[config.mk]
export PLATFORM = sky130hd
export DESIGN_NAME = mwire_eeprom
export DESIGN_NICKNAME = d
export VERILOG_FILES = /design/src/rtl/mwire_pkg.sv /design/src/rtl/mwire_sync.sv /design/src/rtl/mwire_decode.sv /design/src/rtl/mwire_store.sv /design/src/rtl/mwire_eeprom.sv
export SDC_FILE = /design/constraint.sdc
export NUM_CORES = 2
export LEC_CHECK = 0
export BUFFER_PORTS_ARGS = -buffer_cell sky130_fd_sc_hd__clkbuf_2
export CORE_AREA = 2 2 320 322
export CTS_BUF_LIST = sky130_fd_sc_hd__clkbuf_16
export DETAILED_ROUTE_END_ITERATION = 10
export DIE_AREA = 0 0 322 324
export PLACE_DENSITY = 0.75
export SLEW_MARGIN = 5
export SYNTH_ARGS = -nofsm -noshare
export SYNTH_HDL_FRONTEND = slang
export SYNTH_SLANG_ARGS = --single-unit
[constraint.sdc]
create_clock -name clk -period 8.1 [get_ports clk]
set_input_delay 1.215 -clock clk [delete_from_list [all_inputs] [get_ports clk]]
set_output_delay 1.215 -clock clk [all_outputs]
set_load 0.01 [all_outputs]
[src/rtl/mwire_pkg.sv]
package mwire_pkg;

  typedef enum logic [2:0] {
    CMD_NONE,
    CMD_READ,
    CMD_WRITE,
    CMD_ERASE,
    CMD_FILL,
    CMD_WIPE,
    CMD_UNLOCK,
    CMD_LOCK
  } mw_cmd_e;

endpackage

[src/rtl/mwire_sync.sv]
module mwire_sync (
  input  logic clk,
  input  logic rst_n,
  input  logic cs_i,
  input  logic sk_i,
  input  logic di_i,
  output logic cs_s,
  output logic sk_rise,
  output logic di_s
);
  logic [2:0] stage1_q, stage2_q;
  logic       sk_prev_q;

  always_ff @(posedge clk or negedge rst_n) begin
    if (!rst_n) begin
      stage1_q  <= '0;
      stage2_q  <= '0;
      sk_prev_q <= 1'b0;
    end else begin
      stage1_q  <= {cs_i, sk_i, di_i};
      stage2_q  <= stage1_q;
      sk_prev_q <= stage2_q[1];
    end
  end

  assign cs_s    = stage2_q[2];
  assign di_s    = stage2_q[0];
  assign sk_rise = stage2_q[1] & ~sk_prev_q;
endmodule

[src/rtl/mwire_decode.sv]
module mwire_decode import mwire_pkg::*; #(
  parameter int ADDR_W  = 6,
  parameter int DATA_W  = 16,
  parameter int SHIFT_W = 32
) (
  input  logic [SHIFT_W-2:0] shift_q,
  input  logic               di,
  output mw_cmd_e            cmd,
  output logic [ADDR_W-1:0]  addr,
  output logic [DATA_W-1:0]  data,
  output logic               wr_class
);
  logic [SHIFT_W-1:0] frame;
  assign frame = {shift_q, di};

  always_comb begin
    cmd = CMD_NONE;
    if (frame == SHIFT_W'(5'b10011))                            cmd = CMD_UNLOCK;
    else if (frame == SHIFT_W'(5'b10000))                       cmd = CMD_LOCK;
    else if ((frame >> ADDR_W) == SHIFT_W'(3'b110))             cmd = CMD_READ;
    else if ((frame >> ADDR_W) == SHIFT_W'(3'b111))             cmd = CMD_ERASE;
    else if ((frame >> (ADDR_W - 2)) == SHIFT_W'(5'b10010))     cmd = CMD_WIPE;
    else if ((frame >> (ADDR_W + DATA_W)) == SHIFT_W'(3'b101))  cmd = CMD_WRITE;
    else if ((frame >> (ADDR_W - 2 + DATA_W)) == SHIFT_W'(5'b10001)) cmd = CMD_FILL;
  end

  assign addr     = (cmd == CMD_WRITE) ? frame[DATA_W +: ADDR_W] : frame[ADDR_W-1:0];
  assign data     = frame[DATA_W-1:0];
  assign wr_class = (cmd == CMD_WRITE) || (cmd == CMD_ERASE) ||
                    (cmd == CMD_FILL)  || (cmd == CMD_WIPE);
endmodule

[src/rtl/mwire_store.sv]
module mwire_store #(
  parameter int ADDR_W = 6,
  parameter int DATA_W = 16
) (
  input  logic              clk,
  input  logic              rst_n,
  input  logic              we_one,
  input  logic              we_all,
  input  logic [ADDR_W-1:0] wr_addr,
  input  logic [DATA_W-1:0] wdata,
  input  logic [ADDR_W-1:0] rd_addr,
  output logic [DATA_W-1:0] rdata
);
  localparam int DEPTH = 1 << ADDR_W;

  logic [DATA_W-1:0] mem_q [DEPTH];

  always_ff @(posedge clk or negedge rst_n) begin
    if (!rst_n) begin
      for (int i = 0; i < DEPTH; i++) mem_q[i] <= '1;
    end else begin
      for (int i = 0; i < DEPTH; i++) begin
        if (we_all || (we_one && (wr_addr == ADDR_W'(i)))) mem_q[i] <= wdata;
      end
    end
  end

  assign rdata = mem_q[rd_addr];
endmodule

[src/rtl/mwire_eeprom.sv]
module mwire_eeprom import mwire_pkg::*; #(
  parameter int ADDR_W      = 6,
  parameter int DATA_W      = 16,
  parameter int BUSY_CYCLES = 5
) (
  input  logic clk,
  input  logic rst_n,
  input  logic cs_i,
  input  logic sk_i,
  input  logic di_i,
  output logic do_o
);
  localparam int SHIFT_W = (ADDR_W + DATA_W + 3 > 32) ? (ADDR_W + DATA_W + 3) : 32;
  localparam int BUSY_W  = $clog2(BUSY_CYCLES + 1);
  localparam int CNT_W   = $clog2(DATA_W);

  logic cs_s, sk_rise, di_s;

  mwire_sync u_sync (
    .clk     (clk),
    .rst_n   (rst_n),
    .cs_i    (cs_i),
    .sk_i    (sk_i),
    .di_i    (di_i),
    .cs_s    (cs_s),
    .sk_rise (sk_rise),
    .di_s    (di_s)
  );

  logic [SHIFT_W-2:0] shift_q;
  logic               rx_q, locked_q, cs_prev_q, out_bit_q;
  logic [ADDR_W-1:0]  addr_q;
  logic [DATA_W-1:0]  out_sh_q;
  logic [CNT_W-1:0]   bit_cnt_q;
  logic [BUSY_W-1:0]  busy_q;

  mw_cmd_e           dec_cmd;
  logic [ADDR_W-1:0] dec_addr;
  logic [DATA_W-1:0] dec_data;
  logic              dec_wr_class;

  mwire_decode #(.ADDR_W(ADDR_W), .DATA_W(DATA_W), .SHIFT_W(SHIFT_W)) u_decode (
    .shift_q  (shift_q),
    .di       (di_s),
    .cmd      (dec_cmd),
    .addr     (dec_addr),
    .data     (dec_data),
    .wr_class (dec_wr_class)
  );

  logic              rx_step, wr_evt, we_one, we_all, wipe_val;
  logic [DATA_W-1:0] st_wdata, st_rdata;
  logic [ADDR_W-1:0] st_rd_addr;

  assign rx_step    = cs_s & sk_rise & rx_q;
  assign wr_evt     = rx_step & dec_wr_class;
  assign wipe_val   = (dec_cmd == CMD_ERASE) || (dec_cmd == CMD_WIPE);
  assign we_one     = rx_step & ~locked_q & ((dec_cmd == CMD_WRITE) || (dec_cmd == CMD_ERASE));
  assign we_all     = rx_step & ~locked_q & ((dec_cmd == CMD_FILL) || (dec_cmd == CMD_WIPE));
  assign st_wdata   = wipe_val ? '1 : dec_data;
  assign st_rd_addr = rx_q ? dec_addr : addr_q + 1'b1;

  mwire_store #(.ADDR_W(ADDR_W), .DATA_W(DATA_W)) u_store (
    .clk     (clk),
    .rst_n   (rst_n),
    .we_one  (we_one),
    .we_all  (we_all),
    .wr_addr (dec_addr),
    .wdata   (st_wdata),
    .rd_addr (st_rd_addr),
    .rdata   (st_rdata)
  );

  always_ff @(posedge clk or negedge rst_n) begin
    if (!rst_n) begin
      shift_q   <= '0;
      rx_q      <= 1'b1;
      locked_q  <= 1'b1;
      cs_prev_q <= 1'b0;
      out_bit_q <= 1'b0;
      addr_q    <= '0;
      out_sh_q  <= '0;
      bit_cnt_q <= '0;
      busy_q    <= '0;
    end else begin
      cs_prev_q <= cs_s;
      if (!cs_s) begin
        shift_q <= '0;
        rx_q    <= 1'b1;
        if (cs_prev_q)          busy_q <= BUSY_W'(BUSY_CYCLES);
        else if (busy_q != '0)  busy_q <= busy_q - 1'b1;
      end else if (sk_rise) begin
        if (rx_q) begin
          shift_q <= {shift_q[SHIFT_W-3:0], di_s};
          if (wr_evt) busy_q <= '0;
          case (dec_cmd)
            CMD_READ: begin
              rx_q      <= 1'b0;
              addr_q    <= dec_addr;
              out_sh_q  <= st_rdata;
              bit_cnt_q <= '0;
              out_bit_q <= 1'b0;
            end
            CMD_UNLOCK: locked_q <= 1'b0;
            CMD_LOCK:   locked_q <= 1'b1;
            default: ;
          endcase
        end else begin
          out_bit_q <= out_sh_q[DATA_W-1];
          if (bit_cnt_q == CNT_W'(DATA_W - 1)) begin
            addr_q    <= addr_q + 1'b1;
            out_sh_q  <= st_rdata;
            bit_cnt_q <= '0;
          end else begin
            out_sh_q  <= out_sh_q << 1;
            bit_cnt_q <= bit_cnt_q + 1'b1;
          end
        end
      end
    end
  end

  assign do_o = rx_q ? (busy_q == '0) : out_bit_q;
endmodule

==> results.ini <==
[worst_setup_path]
required_ns = 8.67
critPathLaunchType = register
worstPathArrival_ns = 5.56
crit_path_cell_trace = clkinv_1 -> a22oi_1 -> and3_4 -> buf_4 -> buf_4 -> nand3_1 -> nand3_1 -> nand3_1 -> o211ai_1 -> a211oi_1
critPathMaxStageDelay_ns = 0.89
slowest_stage = dfstp_2
r2r_start = rx_q$_DFFE_PN1P_
path_max_fanout = 52
critPathKind = register to register
cp-end-kind = register
rr_worst_depth = 10
reg2reg_to = out_sh_q[7]$_DFFE_PN0P_
cp_common_cell = nand3_1
reg2reg_setup_slack_ns = 3.11

[sta]
max_slew_margin_pct = 16.09
min_period_ns = 4.991
rsz0062_at_grt = false
finalSetupViolCount = 0
finalSetupTns_ns = 0
fin_hold_ws_ns = 0.3456
hold_viol_final = 0
fmax_mhz = 200.4
report.final.slew_viol_count = 0
fin_skew_ns = 0.04949
timing.final.crit_share_pct = 61.61
max_slew.worst_pin.slew_ns = 1.254

[synth]
synthArstFlopShare_pct = 100.0
syn_area_mm2 = 0.05202
synth_nets = 5200
yosysTopAreaCell = dfstp_2
synth_area_leaders = dfstp_2, mux2_2, nand2_1
ys_ff_latch = 1095
yosysMostFrequentCell = dfstp_2
synth_area_per_cell_um2 = 10.02
synthCells = 5191
yosys.area.top_type_share_pct = 51.82
ys_warn_count = 0
synthDistinctLibCells = 70
synth_edf_count = 0
synth_top_flop_cell = dfstp_2
synth_seq_area_share_pct = 55.14
synth_commonest_cells = dfstp_2, nand2_1, mux2_2

[floorplan]
initial_core_util_pct = 51.50
die_w_um = 322
row_count = 117
die_y_um = 324
die-area_mm2 = 0.1043
ios = 6
coreArea_mm2 = 0.1010

[hold_path]
holdPathStages = 0
hold_end = u_sync.stage2_q[0]$_DFF_PN0_
worstHoldStart = u_sync.stage1_q[0]$_DFF_PN0_
hold_path.class = register to register

[detailed_routing]
drtAntennaViolNets = 0
routed-via-count = 40130
wl_um = 156500
drt-initial-drc-count = 4725
wire_per_inst_um = 24.43
via_per_inst = 6.263
first_pass_iters = 6
drc = 0

[placement]
placed_area_mm2 = 0.05323
place_hpwl_um = 92480
gp_congestion = 1.012
io_buffer_count = 5

[power]
p_total_mw = 10.86
vdd_ir_drop_max_v = 0.0001646
p_leak_nw = 22.51
powerDensity_mw_per_mm2 = 191.4

[clocking]
clk-insertion-delay-late_ns = 0.72
cts_made_buffers = 112
cts_setup_buffers = 0
cts_tree = yes
cts.hold.buffers_added = 0
cts_repair_resize_count = 0
cts_root_buffer = clkbuf_16
clock_sinks = 1095
h-tree-depth = 3
clk_pin_slew_worst_paths_ns = 0.07
clk_path_buf_depth = 3

[global_routing]
grt-ovfl-total = 0
grt_max_degree = 203
antenna_found_initial = 4
grtUsageTotal_pct = 30.14
first_global_vias = 39170
grt_pass1_wl_um = 241100

[finish]
drive_gt1_share_pct = 38.83
final_cell_area_mm2 = 0.05673
area_growth_pct = 9.053
final_net_count = 5009

[outcome]
status = finished clean

[job]
drv_cap = 0

[placed cells by master (no fill, tap or decap), drive strengths merged, types with 34 or more instances in the layout]
cell type,synthesis,routed
a21oi,484,484
inv,5,38
clkbuf,255,120
and3,58,58
dfrtp,69,69
buf,203,149
dfstp,1026,1026
mux2,575,575
o21ai,70,70
nand3,442,442
clkinv,1,55
nor2,556,556
a311oi,42,42
nand2,983,983
mux2i,63,63
a31oi,42,42
a22o,34,34
[per-stage QoR]
stage          utilization, %  setup WS, ns  cells
2_1_floorplan               -         5.063   5191
5_1_grt                 56.16         2.931   6406
4_1_cts                 56.16         3.193   6406
3_5_place_dp            52.70         3.211   6195
3_3_place_gp            52.70         3.321   6195
6_report                56.16         3.109   6407
[routing by layer]
metal  GRT usage, %  share of wire (%)  up-vias
li1               -                  -    17460
met1          41.06                 40    20200
met2          45.38                 44     2033
met3          6.893                 10      430
met4          15.06                5.2        4
met5              0              0.018        -
[area by class of cell]
| type | instances | area, um2 |
|---|---|---|
| antenna | 1 | 2.502 |
| timing repair buffer | 153 | 1259 |
| clock inverter | 95 | 590.6 |
| sequential | 1095 | 28690 |
| clock buffer | 116 | 2903 |
| tap | 1309 | 1638 |
| multi-input combinational | 3632 | 21630 |
| inverter | 6 | 22.52 |
| fill | 8318 | 44280 |
[logic make-up (layout without fill, tap and decap cells)]
family	count (synthesis)	in the layout	synth area share [%]
multiplexers	638	638	13.66
XOR/XNOR	4	4	0.06734
AND/OR/NAND/NOR	2165	2165	17.62
AO/OA/AOI/OAI	821	821	9.585
adder cells (fa/ha/maj)	4	4	0.09621
other	0	1	0
flip-flops	1095	1095	55.14
buffers and inverters	464	370	3.829
[sequential cells by signal, summed over array words and instances, names as in the netlist]
name and cells:
addr_q 6, bit_cnt_q 4, busy_q 3, cs_prev_q 1
locked_q 1, out_bit_q 1, out_sh_q 16, rx_q 1
shift_q 31, u_store.mem_q 1024, u_sync.sk_prev_q 1, u_sync.stage1_q 3
u_sync.stage2_q 3
[critical path: cells and delay by family (launching register included)]
family	cells	cell delay, ns
compound gates	3	1.17
buf+inv	3	1.43
flops	1	0.89
simple gates	4	1.28
[worst max path at each step]
stage | slack, ns | cells past startpoint | end | start
finish | 3.11 | 10 | out_sh_q[7]$_DFFE_PN0P_ | rx_q$_DFFE_PN1P_
global route | 2.93 | 10 | out_sh_q[7]$_DFFE_PN0P_ | rx_q$_DFFE_PN1P_
CTS | 3.19 | 10 | out_sh_q[7]$_DFFE_PN0P_ | rx_q$_DFFE_PN1P_
detailed placement | 3.21 | 10 | out_sh_q[7]$_DFFE_PN0P_ | rx_q$_DFFE_PN1P_
global placement | 3.32 | 10 | out_sh_q[7]$_DFFE_PN0P_ | rx_q$_DFFE_PN1P_
floorplan | 5.06 | 12 | out_sh_q[10]$_DFFE_PN0P_ | shift_q[28]$_DFFE_PN0P_
[where the power goes]
part | internal (mW) | switching, mW | total, mW
Combinational | 0.0696 | 0.333 | 0.403
Clock | 2.74 | 2.21 | 4.95
Sequential | 5.50 | 0.00663 | 5.51
No activity file was read; power rests on OpenSTA's default activity.
